### src/rtl/sem_cell_pkg.sv
package sem_cell_pkg;
  localparam logic [2:0] V_RAW   = 3'd0;
  localparam logic [2:0] V_TAG   = 3'd1;
  localparam logic [2:0] V_QWAIT = 3'd2;
  localparam logic [2:0] V_QPOLL = 3'd3;
  localparam logic [2:0] V_PWAIT = 3'd4;
  localparam logic [2:0] V_PPOLL = 3'd5;

  localparam int TAG_T_BIT = 16;
  localparam int TAG_F_BIT = 1;
  localparam int TAG_E_BIT = 0;

  typedef struct packed {
    logic t;
    logic f;
    logic e;
  } tag_t;
endpackage

### src/rtl/sem_cell_arb.sv
module sem_cell_arb (
  input  logic wr_valid,
  input  logic rd_valid,
  input  logic rsp_valid,
  input  logic rsp_ready,
  output logic wr_ready,
  output logic rd_ready,
  output logic wr_fire,
  output logic rd_fire
);
  // writes never stall; a read waits for a free response slot and no write
  assign wr_ready = 1'b1;
  assign rd_ready = !wr_valid && (!rsp_valid || rsp_ready);
  assign wr_fire  = wr_valid && wr_ready;
  assign rd_fire  = rd_valid && rd_ready;
endmodule

### src/rtl/sem_cell_core.sv
module sem_cell_core
  import sem_cell_pkg::*;
#(
  parameter int CNT_W  = 16,
  parameter int NTHR   = 8,
  parameter int DATA_W = 64,
  localparam int TID_W = (NTHR > 1) ? $clog2(NTHR) : 1
) (
  input  logic              clk,
  input  logic              rst_n,
  input  logic              wr_fire,
  input  logic [2:0]        wr_view,
  input  logic [DATA_W-1:0] wr_data,
  input  logic              rd_fire,
  input  logic [2:0]        rd_view,
  input  logic [TID_W-1:0]  rd_tid,
  output logic [DATA_W-1:0] res_data,
  output logic              res_blocked,
  output logic [CNT_W-1:0]  count,
  output logic [NTHR-1:0]   blk_mask,
  output logic              wake,
  output logic [NTHR-1:0]   wake_set
);
  localparam logic [CNT_W-1:0] CNT_MAX = '1;

  logic [CNT_W-1:0] cnt_q, cnt_n;
  tag_t             tag_q, tag_n;
  logic [NTHR-1:0]  blk_q, blk_n;
  logic             wake_q, wake_n;
  logic [NTHR-1:0]  wakem_q, wakem_n;

  always_comb begin
    cnt_n       = cnt_q;
    tag_n       = tag_q;
    blk_n       = blk_q;
    wake_n      = 1'b0;
    wakem_n     = '0;
    res_data    = '0;
    res_blocked = 1'b0;

    if (wr_fire) begin
      case (wr_view)
        V_PWAIT, V_PPOLL: begin
          if (cnt_q != CNT_MAX) cnt_n = cnt_q + 1'b1;
          wake_n  = |blk_q;
          wakem_n = blk_q;
          blk_n   = '0;
        end
        V_TAG: begin
          tag_n.t = wr_data[TAG_T_BIT];
          tag_n.f = wr_data[TAG_F_BIT];
          tag_n.e = wr_data[TAG_E_BIT];
        end
        default: ;
      endcase
    end

    if (rd_fire) begin
      case (rd_view)
        V_RAW: res_data = DATA_W'(cnt_q);
        V_TAG: begin
          res_data[TAG_T_BIT] = tag_q.t;
          res_data[TAG_F_BIT] = tag_q.f;
          res_data[TAG_E_BIT] = tag_q.e;
        end
        V_QWAIT, V_QPOLL: res_data = '0;
        V_PWAIT, V_PPOLL: begin
          if (cnt_q != '0) begin
            res_data = DATA_W'(cnt_q);
            cnt_n    = cnt_q - 1'b1;
          end else if (rd_view == V_PWAIT) begin
            res_blocked   = 1'b1;
            blk_n[rd_tid] = 1'b1;
          end
        end
        default: res_data = '1;
      endcase
    end
  end

  always_ff @(posedge clk or negedge rst_n) begin
    if (!rst_n) begin
      cnt_q   <= '0;
      tag_q   <= '0;
      blk_q   <= '0;
      wake_q  <= 1'b0;
      wakem_q <= '0;
    end else begin
      cnt_q   <= cnt_n;
      tag_q   <= tag_n;
      blk_q   <= blk_n;
      wake_q  <= wake_n;
      wakem_q <= wakem_n;
    end
  end

  assign count    = cnt_q;
  assign blk_mask = blk_q;
  assign wake     = wake_q;
  assign wake_set = wakem_q;
endmodule

### src/rtl/sem_cell_rsp.sv
module sem_cell_rsp #(
  parameter int DATA_W = 64
) (
  input  logic              clk,
  input  logic              rst_n,
  input  logic              load,
  input  logic [DATA_W-1:0] ld_data,
  input  logic              ld_blocked,
  input  logic              rsp_ready,
  output logic              rsp_valid,
  output logic [DATA_W-1:0] rsp_data,
  output logic              rsp_blocked
);
  always_ff @(posedge clk or negedge rst_n) begin
    if (!rst_n) begin
      rsp_valid   <= 1'b0;
      rsp_data    <= '0;
      rsp_blocked <= 1'b0;
    end else if (load) begin
      rsp_valid   <= 1'b1;
      rsp_data    <= ld_data;
      rsp_blocked <= ld_blocked;
    end else if (rsp_ready) begin
      rsp_valid   <= 1'b0;
    end
  end
endmodule

### src/rtl/sem_cell.sv
module sem_cell #(
  parameter int CNT_W  = 16,
  parameter int NTHR   = 8,
  parameter int DATA_W = 64,
  localparam int TID_W = (NTHR > 1) ? $clog2(NTHR) : 1
) (
  input  logic              clk,
  input  logic              rst_n,
  input  logic              wr_valid,
  output logic              wr_ready,
  input  logic [2:0]        wr_view,
  input  logic [DATA_W-1:0] wr_data,
  input  logic              rd_valid,
  output logic              rd_ready,
  input  logic [2:0]        rd_view,
  input  logic [TID_W-1:0]  rd_tid,
  output logic              rsp_valid,
  input  logic              rsp_ready,
  output logic [DATA_W-1:0] rsp_data,
  output logic              rsp_blocked,
  output logic [NTHR-1:0]   blocked_mask,
  output logic              wake_pulse,
  output logic [NTHR-1:0]   wake_mask
);
  logic              wr_fire, rd_fire;
  logic [DATA_W-1:0] res_data;
  logic              res_blocked;
  logic [CNT_W-1:0]  sem_count;

  sem_cell_arb u_arb (
    .wr_valid (wr_valid),
    .rd_valid (rd_valid),
    .rsp_valid(rsp_valid),
    .rsp_ready(rsp_ready),
    .wr_ready (wr_ready),
    .rd_ready (rd_ready),
    .wr_fire  (wr_fire),
    .rd_fire  (rd_fire)
  );

  sem_cell_core #(.CNT_W(CNT_W), .NTHR(NTHR), .DATA_W(DATA_W)) u_core (
    .clk        (clk),
    .rst_n      (rst_n),
    .wr_fire    (wr_fire),
    .wr_view    (wr_view),
    .wr_data    (wr_data),
    .rd_fire    (rd_fire),
    .rd_view    (rd_view),
    .rd_tid     (rd_tid),
    .res_data   (res_data),
    .res_blocked(res_blocked),
    .count      (sem_count),
    .blk_mask   (blocked_mask),
    .wake       (wake_pulse),
    .wake_set   (wake_mask)
  );

  sem_cell_rsp #(.DATA_W(DATA_W)) u_rsp (
    .clk        (clk),
    .rst_n      (rst_n),
    .load       (rd_fire),
    .ld_data    (res_data),
    .ld_blocked (res_blocked),
    .rsp_ready  (rsp_ready),
    .rsp_valid  (rsp_valid),
    .rsp_data   (rsp_data),
    .rsp_blocked(rsp_blocked)
  );
endmodule

### config.mk
export PLATFORM = sky130hd
export DESIGN_NAME = sem_cell
export DESIGN_NICKNAME = d
export VERILOG_FILES = /design/src/rtl/sem_cell_pkg.sv /design/src/rtl/sem_cell_arb.sv /design/src/rtl/sem_cell_core.sv /design/src/rtl/sem_cell_rsp.sv /design/src/rtl/sem_cell.sv
export SDC_FILE = /design/constraint.sdc
export NUM_CORES = 1
export LEC_CHECK = 0
export ABC_AREA = 1
export CORE_MARGIN = 1
export CORE_UTILIZATION = 43
export DETAILED_ROUTE_END_ITERATION = 6
export PLACE_DENSITY = 0.82
export SYNTH_ARGS = -nofsm -noshare
export SYNTH_HDL_FRONTEND = slang
export SYNTH_SLANG_ARGS = --single-unit
### constraint.sdc
create_clock -name clk -period 1.9 [get_ports clk]
set_input_delay 0.285 -clock clk [delete_from_list [all_inputs] [get_ports clk]]
set_output_delay 0.285 -clock clk [all_outputs]
set_load 0.02 [all_outputs]
==> impl_metrics.env, run 1 <==
export IMPL_dpl_cell_area_um2=4690
export IMPL_overflow=0
export IMPL_hold_violations=0
export IMPL_skew_ps=10.6
export IMPL_ys_types=34
export IMPL_avgSynthCellArea_um2=7.40
export IMPL_fmax_mhz=549
export IMPL_vias_per_cell=5.08
export IMPL_die_area_um2=8960
export IMPL_ys_warn_count=0
export IMPL_worstSetupEndpointType="register"
export IMPL_die_w_um=94.7
export IMPL_numClockSinks=56
export IMPL_rows=33
export IMPL_place_congestion=0.880
export IMPL_ir_drop_v=0.000440
export IMPL_n_antenna_cell=0
export IMPL_track_usage_pct=21.1
export IMPL_numCtsBuffers=5
export IMPL_cts_clk_slew_worst_paths_ps=110
export IMPL_initial_core_util_pct=44.7
export IMPL_drive_gt1_share_pct=14.5
export IMPL_synthFlopType="dfrtp_1"
export IMPL_yosysTopAreaCell="dfrtp_1"
export IMPL_antenna_found_initial=0
export IMPL_htreeDepth=2
export IMPL_ys_seq_area_share_pct=38.0
export IMPL_num_vias=3519
export IMPL_tritoncts="yes"
export IMPL_startpoint_type="register"
export IMPL_min_path_type="in -> async"
export IMPL_synthCells=499
export IMPL_insertion_delay_ps=310
export IMPL_synth_edf_count=0
export IMPL_io_buffers=100
export IMPL_synthToLayoutAreaGrowth_pct=32.0
export IMPL_yosys_area_top_type_share_pct=38.0
export IMPL_wirelength_um=9420
export IMPL_synthesis_area_um2=3690
export IMPL_power_density_nw_per_um2=876
export IMPL_postLayoutCellArea_um2=4870
export IMPL_finalSetupViolCount=0
export IMPL_design_portCount=163
export IMPL_finalCritPeriodShare_pct=95.9
export IMPL_period_needed_ps=1820
export IMPL_synth_area_leaders="dfrtp_1, nand2_1, buf_4"
export IMPL_worstPathRequired_ps=2120
export IMPL_grt_pass1_vias=3141
export IMPL_syn_num_nets=580
export IMPL_cts_root_buf="clkbuf_8"
export IMPL_layout_nets=668
export IMPL_crit_type="reg -> reg"
export IMPL_grt_start_max_net_pins=57
export IMPL_cts_path_max_buffers=2
export IMPL_core_um2=8260
export IMPL_post_drt_wl_per_cell_um=13.6
export IMPL_dpl_hpwl_um=7280
export IMPL_cp_max_fo=9
export IMPL_fin_ws_ps=77.7
export IMPL_ant_nets=0
export IMPL_grt_pass1_wl_um=14900
export IMPL_dpl_worst_slack_ps=-175
export IMPL_rsz0062_at_grt="yes"
export IMPL_ys_ff_latch=56
export IMPL_status="finished, final reports clean"
export IMPL_drtIter0Drc=140
export IMPL_arrival_ps=2040
export IMPL_leakage_nw=2.58
export IMPL_drv_slew=0
export IMPL_drcViolationCount=0
export IMPL_die_h_um=94.7
export IMPL_drv_cap=0
export IMPL_dr_pass1_iters=4
export IMPL_async_reset_ff_share_pct=100
[through the flow]
step | instances | util [%] | power (mW) | TNS (ps) | hold slack (ps)
detailed placement | 680 | 56.7 | 3.53 | -1040 | 311
CTS | 689 | 57.9 | 4.28 | 0 | 489
floorplan | 499 | - | 2.90 | 0 | -10.6
global placement | 680 | 56.7 | 3.49 | -904 | 306
finish | 693 | 59.0 | 4.27 | 0 | 475
global route | 693 | 59.0 | 4.54 | -22.4 | 511
[final timing paths]
check                                                 endpoint  slack (ps)  cells after the start                      startpoint
min in group clk                u_rsp.rsp_data[13]$_DFFE_PN0P_         480                      1  u_rsp.rsp_data[13]$_DFFE_PN0P_
max in group asynchronous            u_core.count[7]$_DFF_PN0_        1140                      3                           rst_n
worst min register to register  u_rsp.rsp_data[13]$_DFFE_PN0P_         480                      1  u_rsp.rsp_data[13]$_DFFE_PN0P_
worst max-delay path                 u_core.count[9]$_DFF_PN0_          80                     11       u_core.count[1]$_DFF_PN0_
worst min-delay path                u_core.count[14]$_DFF_PN0_         470                      3                           rst_n
worst max register to register       u_core.count[9]$_DFF_PN0_          80                     11       u_core.count[1]$_DFF_PN0_
[critical path: stages (launching register included)]
cell and delay, ps:
dfrtp_1 430, ha_1 220, nand2_1 80, nor2_2 150, nand2_1 90, nor2_2 200
nand2_4 130, buf_4 190, nand3_1 60, nand2_1 50, nand3_1 70, nand2_1 60
[per-layer routing]
metal  vias up  GRT usage, %  part of all wire, %
met5         -             0                    0
met4         0          3.79                 0.65
met3         8          2.66                  6.7
met2       123          37.2                   49
met1      1671          27.9                   44
li1       1717             -                    -
[cell usage in the layout, fill, tap and decap left out, types with 6 or more instances in the layout]
cell type / synthesis / layout
nor3_1: 8 / 6
clkdlybuf4s50_1: 0 / 64
dlygate4sd2_1: 0 / 18
nor2_2: 6 / 8
nand2_1: 100 / 100
xor2_1: 7 / 7
nor2_1: 51 / 49
dfrtp_1: 56 / 54
o21ai_0: 22 / 22
nand4_1: 11 / 11
a21oi_1: 18 / 18
inv_1: 60 / 58
a21o_1: 14 / 14
buf_4: 49 / 40
dlymetal6s2s_1: 0 / 17
nand3_1: 43 / 43
[area by class of cell]
class,count,area [um^2]
inverter,63,236
clock inverter,2,35.0
multi-input combinational,318,1630
tap,105,131
fill,747,3390
clock buffer,6,72.6
sequential,56,1400
timing repair buffer,143,1370
[power by group]
part / internal, mW / switching (mW) / total, mW
logic: 0.784 / 1.06 / 1.85
registers: 1.39 / 0.238 / 1.63
clock network: 0.392 / 0.402 / 0.794
[registers in the layout, indices dropped and copies added (netlist names)]
name and cells:
u_core.wake_set 8, u_core.wake 1, u_rsp.rsp_data 18, u_core.tag_q 3
u_core.count 16, u_rsp.rsp_valid 1, u_core.blk_mask 8, u_rsp.rsp_blocked 1
[synth_stat cells, types with 2 or more instances]
cell and count:
nand2_2 5, nand2_4 2, o21ai_1 3, nor2_2 6, nand4_1 11, mux2_2 3, dfrtp_1 56, o21bai_1 5
buf_4 49, xor2_1 7, buf_2 2, a21oi_2 3, nor3_1 8, nor2_4 2, o21ai_0 22, clkbuf_1 5
ha_1 3, nand3_1 43, nor2_1 51, nor4_1 3, nand2_1 100, nand3b_1 3, a21o_1 14, a21oi_1 18
nand3_2 2, inv_2 3, buf_6 3, buf_1 2, inv_1 60
[cell families (layout without fill, tap and decap cells)]
logic type                 Yosys count  after routing  share of synthesized area [%]
adders and majority gates            3              3                           1.02
buffers and inverters              125            214                           18.4
and+or+nand+nor                    237            237                           29.2
other                                1              1                          0.102
DFF                                 56             56                           38.0
xor gates and xnor gates             7              7                           1.66
muxes                                3              3                          0.915
AOI/OAI and AO/OA                   67             67                           10.8
[repair_timing]
item | CTS | global route
setup buffers | 0 | 4
setup endpoints to repair | 35 | 30
resized for setup | 18 | 25
hold buffers | 1 | 0
hold endpoints to repair | 56 | 0
Power figures use the tool's default switching activity.
==> run 2: changes to the inputs <==
- CTS_CLUSTER_SIZE: default -> 24
==> results of run 2 <==
Final layout, timing and power as in run 1 (identical DEF).
==> run 3: changes to the inputs <==
- CORE_MARGIN: 1 -> default
- PLACE_DENSITY: 0.82 -> 0.86
- SETUP_SLACK_MARGIN: default -> 0.2
==> impl_metrics.env, run 3 (synthesis gave the netlist of run 1 again) <==
export IMPL_num_vias=3755
export IMPL_numClockSinks=56
export IMPL_place_inst=672
export IMPL_die_h_um=94.7
export IMPL_overflow=0
export IMPL_grt_pass1_vias=3318
export IMPL_leakage_nw=2.56
export IMPL_io_buffers=100
export IMPL_clock_power_share_pct=17.3
export IMPL_power_frac_seq_pct=36.6
export IMPL_power_density_nw_per_um2=888
export IMPL_numCtsBuffers=5
export IMPL_grt_start_max_net_pins=42
export IMPL_hold_slack_ps=439
export IMPL_min_path_type="in -> async"
export IMPL_cts_path_max_buffers=2
export IMPL_ir_drop_v=0.000534
export IMPL_die_area_um2=8960
export IMPL_drv_cap=0
export IMPL_tns_ps=0
export IMPL_skew_ps=12.3
export IMPL_mostFrequentLayoutCells="nand2_1, inv_1, clkdlybuf4s50_1"
export IMPL_dpl_cell_area_um2=4630
export IMPL_dr_pass1_iters=6
export IMPL_p_int_mw=2.66
export IMPL_crit_type="reg -> reg"
export IMPL_track_usage_pct=21.9
export IMPL_layout_commonest_cell="nand2_1"
export IMPL_tritoncts="yes"
export IMPL_die_w_um=94.7
export IMPL_htreeDepth=2
export IMPL_initial_core_util_pct=44.7
export IMPL_cts_root_buf="clkbuf_8"
export IMPL_place_congestion=0.902
export IMPL_fin_ws_ps=115
export IMPL_top_register="u_rsp.rsp_data"
export IMPL_dpl_hpwl_um=7240
export IMPL_synthToLayoutAreaGrowth_pct=37.9
export IMPL_ant_nets=0
export IMPL_worstSetupEndpointType="register"
export IMPL_post_drt_wl_per_cell_um=14.7
export IMPL_finalSetupViolCount=0
export IMPL_layout_nets=682
export IMPL_finalCritPeriodShare_pct=93.9
export IMPL_arrival_ps=1980
export IMPL_design_portCount=163
export IMPL_n_antenna_cell=0
export IMPL_drtIter0Drc=222
export IMPL_postLayoutCellArea_um2=5090
export IMPL_antenna_found_initial=0
export IMPL_cp_max_fo=5
export IMPL_layout_cells_non_filler=707
export IMPL_hold_violations=0
export IMPL_cts_clk_slew_worst_paths_ps=110
export IMPL_drv_slew=0
export IMPL_vias_per_cell=5.31
export IMPL_r2r_cells=11
export IMPL_dpl_worst_slack_ps=-23.9
export IMPL_p_switching_mw=1.86
export IMPL_drive_gt1_share_pct=20.8
export IMPL_grt_pass1_wl_um=15300
export IMPL_largest_reg_flops=18
export IMPL_share_comb_of_total_power_pct=46.1
export IMPL_rsz0062_at_grt="yes"
export IMPL_p_sw_share_pct=41.1
export IMPL_startpoint_type="register"
export IMPL_rows=33
export IMPL_insertion_delay_ps=310
export IMPL_drcViolationCount=0
export IMPL_period_needed_ps=1780
export IMPL_worstPathRequired_ps=2100
export IMPL_status="finished, final reports clean"
export IMPL_core_um2=8260
export IMPL_wirelength_um=10400
export IMPL_fmax_mhz=560
run 3: metrics by stage:
step / utilization [%] / power, mW
after global routing: 61.6 / 4.79
after floorplan: - / 2.90
after CTS: 57.6 / 4.24
after global placement: 56.0 / 3.44
after detailed placement: 56.0 / 3.49
final: 61.6 / 4.52
run 3: power by group through the flow:
stage / sequential (mW) / combinational, mW / clock, mW
CTS: 1.64 / 1.79 / 0.808
detailed placement: 1.66 / 1.83 / 0
global placement: 1.66 / 1.79 / 0
floorplan: 1.69 / 1.21 / 0
global route: 1.67 / 2.26 / 0.854
finish: 1.65 / 2.08 / 0.784
run 3: area by class of cell:
cell class | count | area, um^2
clock buffer | 6 | 72.6
clock inverter | 2 | 35.0
fill | 684 | 3170
inverter | 63 | 241
multi-input combinational | 321 | 1780
sequential | 56 | 1410
tap | 105 | 131
timing repair buffer | 154 | 1420
run 3: layer usage:
layer / part of all wire (%) / up-vias / wire length (um) / global-route usage (%)
li1: - / 1755 / - / -
met3: 9.2 / 31 / 954 / 3.46
met2: 50 / 208 / 5160 / 39.0
met1: 38 / 1761 / 3980 / 26.9
met4: 2.6 / 0 / 269 / 6.69
met5: 0 / - / 0 / 0
run 3: path summary, 6_finish.rpt:
path | slack, ps | from | end
min | 440 | rst_n | u_core.count[9]$_DFF_PN0_
min in group clk | 480 | u_rsp.rsp_data[15]$_DFFE_PN0P_ | u_rsp.rsp_data[15]$_DFFE_PN0P_
max in group asynchronous | 890 | rst_n | u_core.count[7]$_DFF_PN0_
max reg2reg | 120 | u_core.count[0]$_DFF_PN0_ | u_core.count[2]$_DFF_PN0_
min reg2reg | 480 | u_rsp.rsp_data[15]$_DFFE_PN0P_ | u_rsp.rsp_data[15]$_DFFE_PN0P_
max | 120 | u_core.count[0]$_DFF_PN0_ | u_core.count[2]$_DFF_PN0_
run 3: critical path: stages (launching register included):
cell and delay (ps):
dfrtp_1 420, ha_2 230, nand2_2 80, nor2_4 160
nand2_2 80, nor2_4 220, buf_12 160, nand2_8 60
nand3_1 60, nand2_1 60, nand3_1 70, nand2_1 60
run 3: repair_timing:
item | 4_1_cts | 5_1_grt
pin swaps | 2 | 12
endpoints found under the hold margin | 15 | 0
hold buffers | 1 | 0
endpoints found under the setup margin | 70 | 25
buffers inserted | 5 | 18
cloned | 1 | 2
resized for setup | 58 | 43
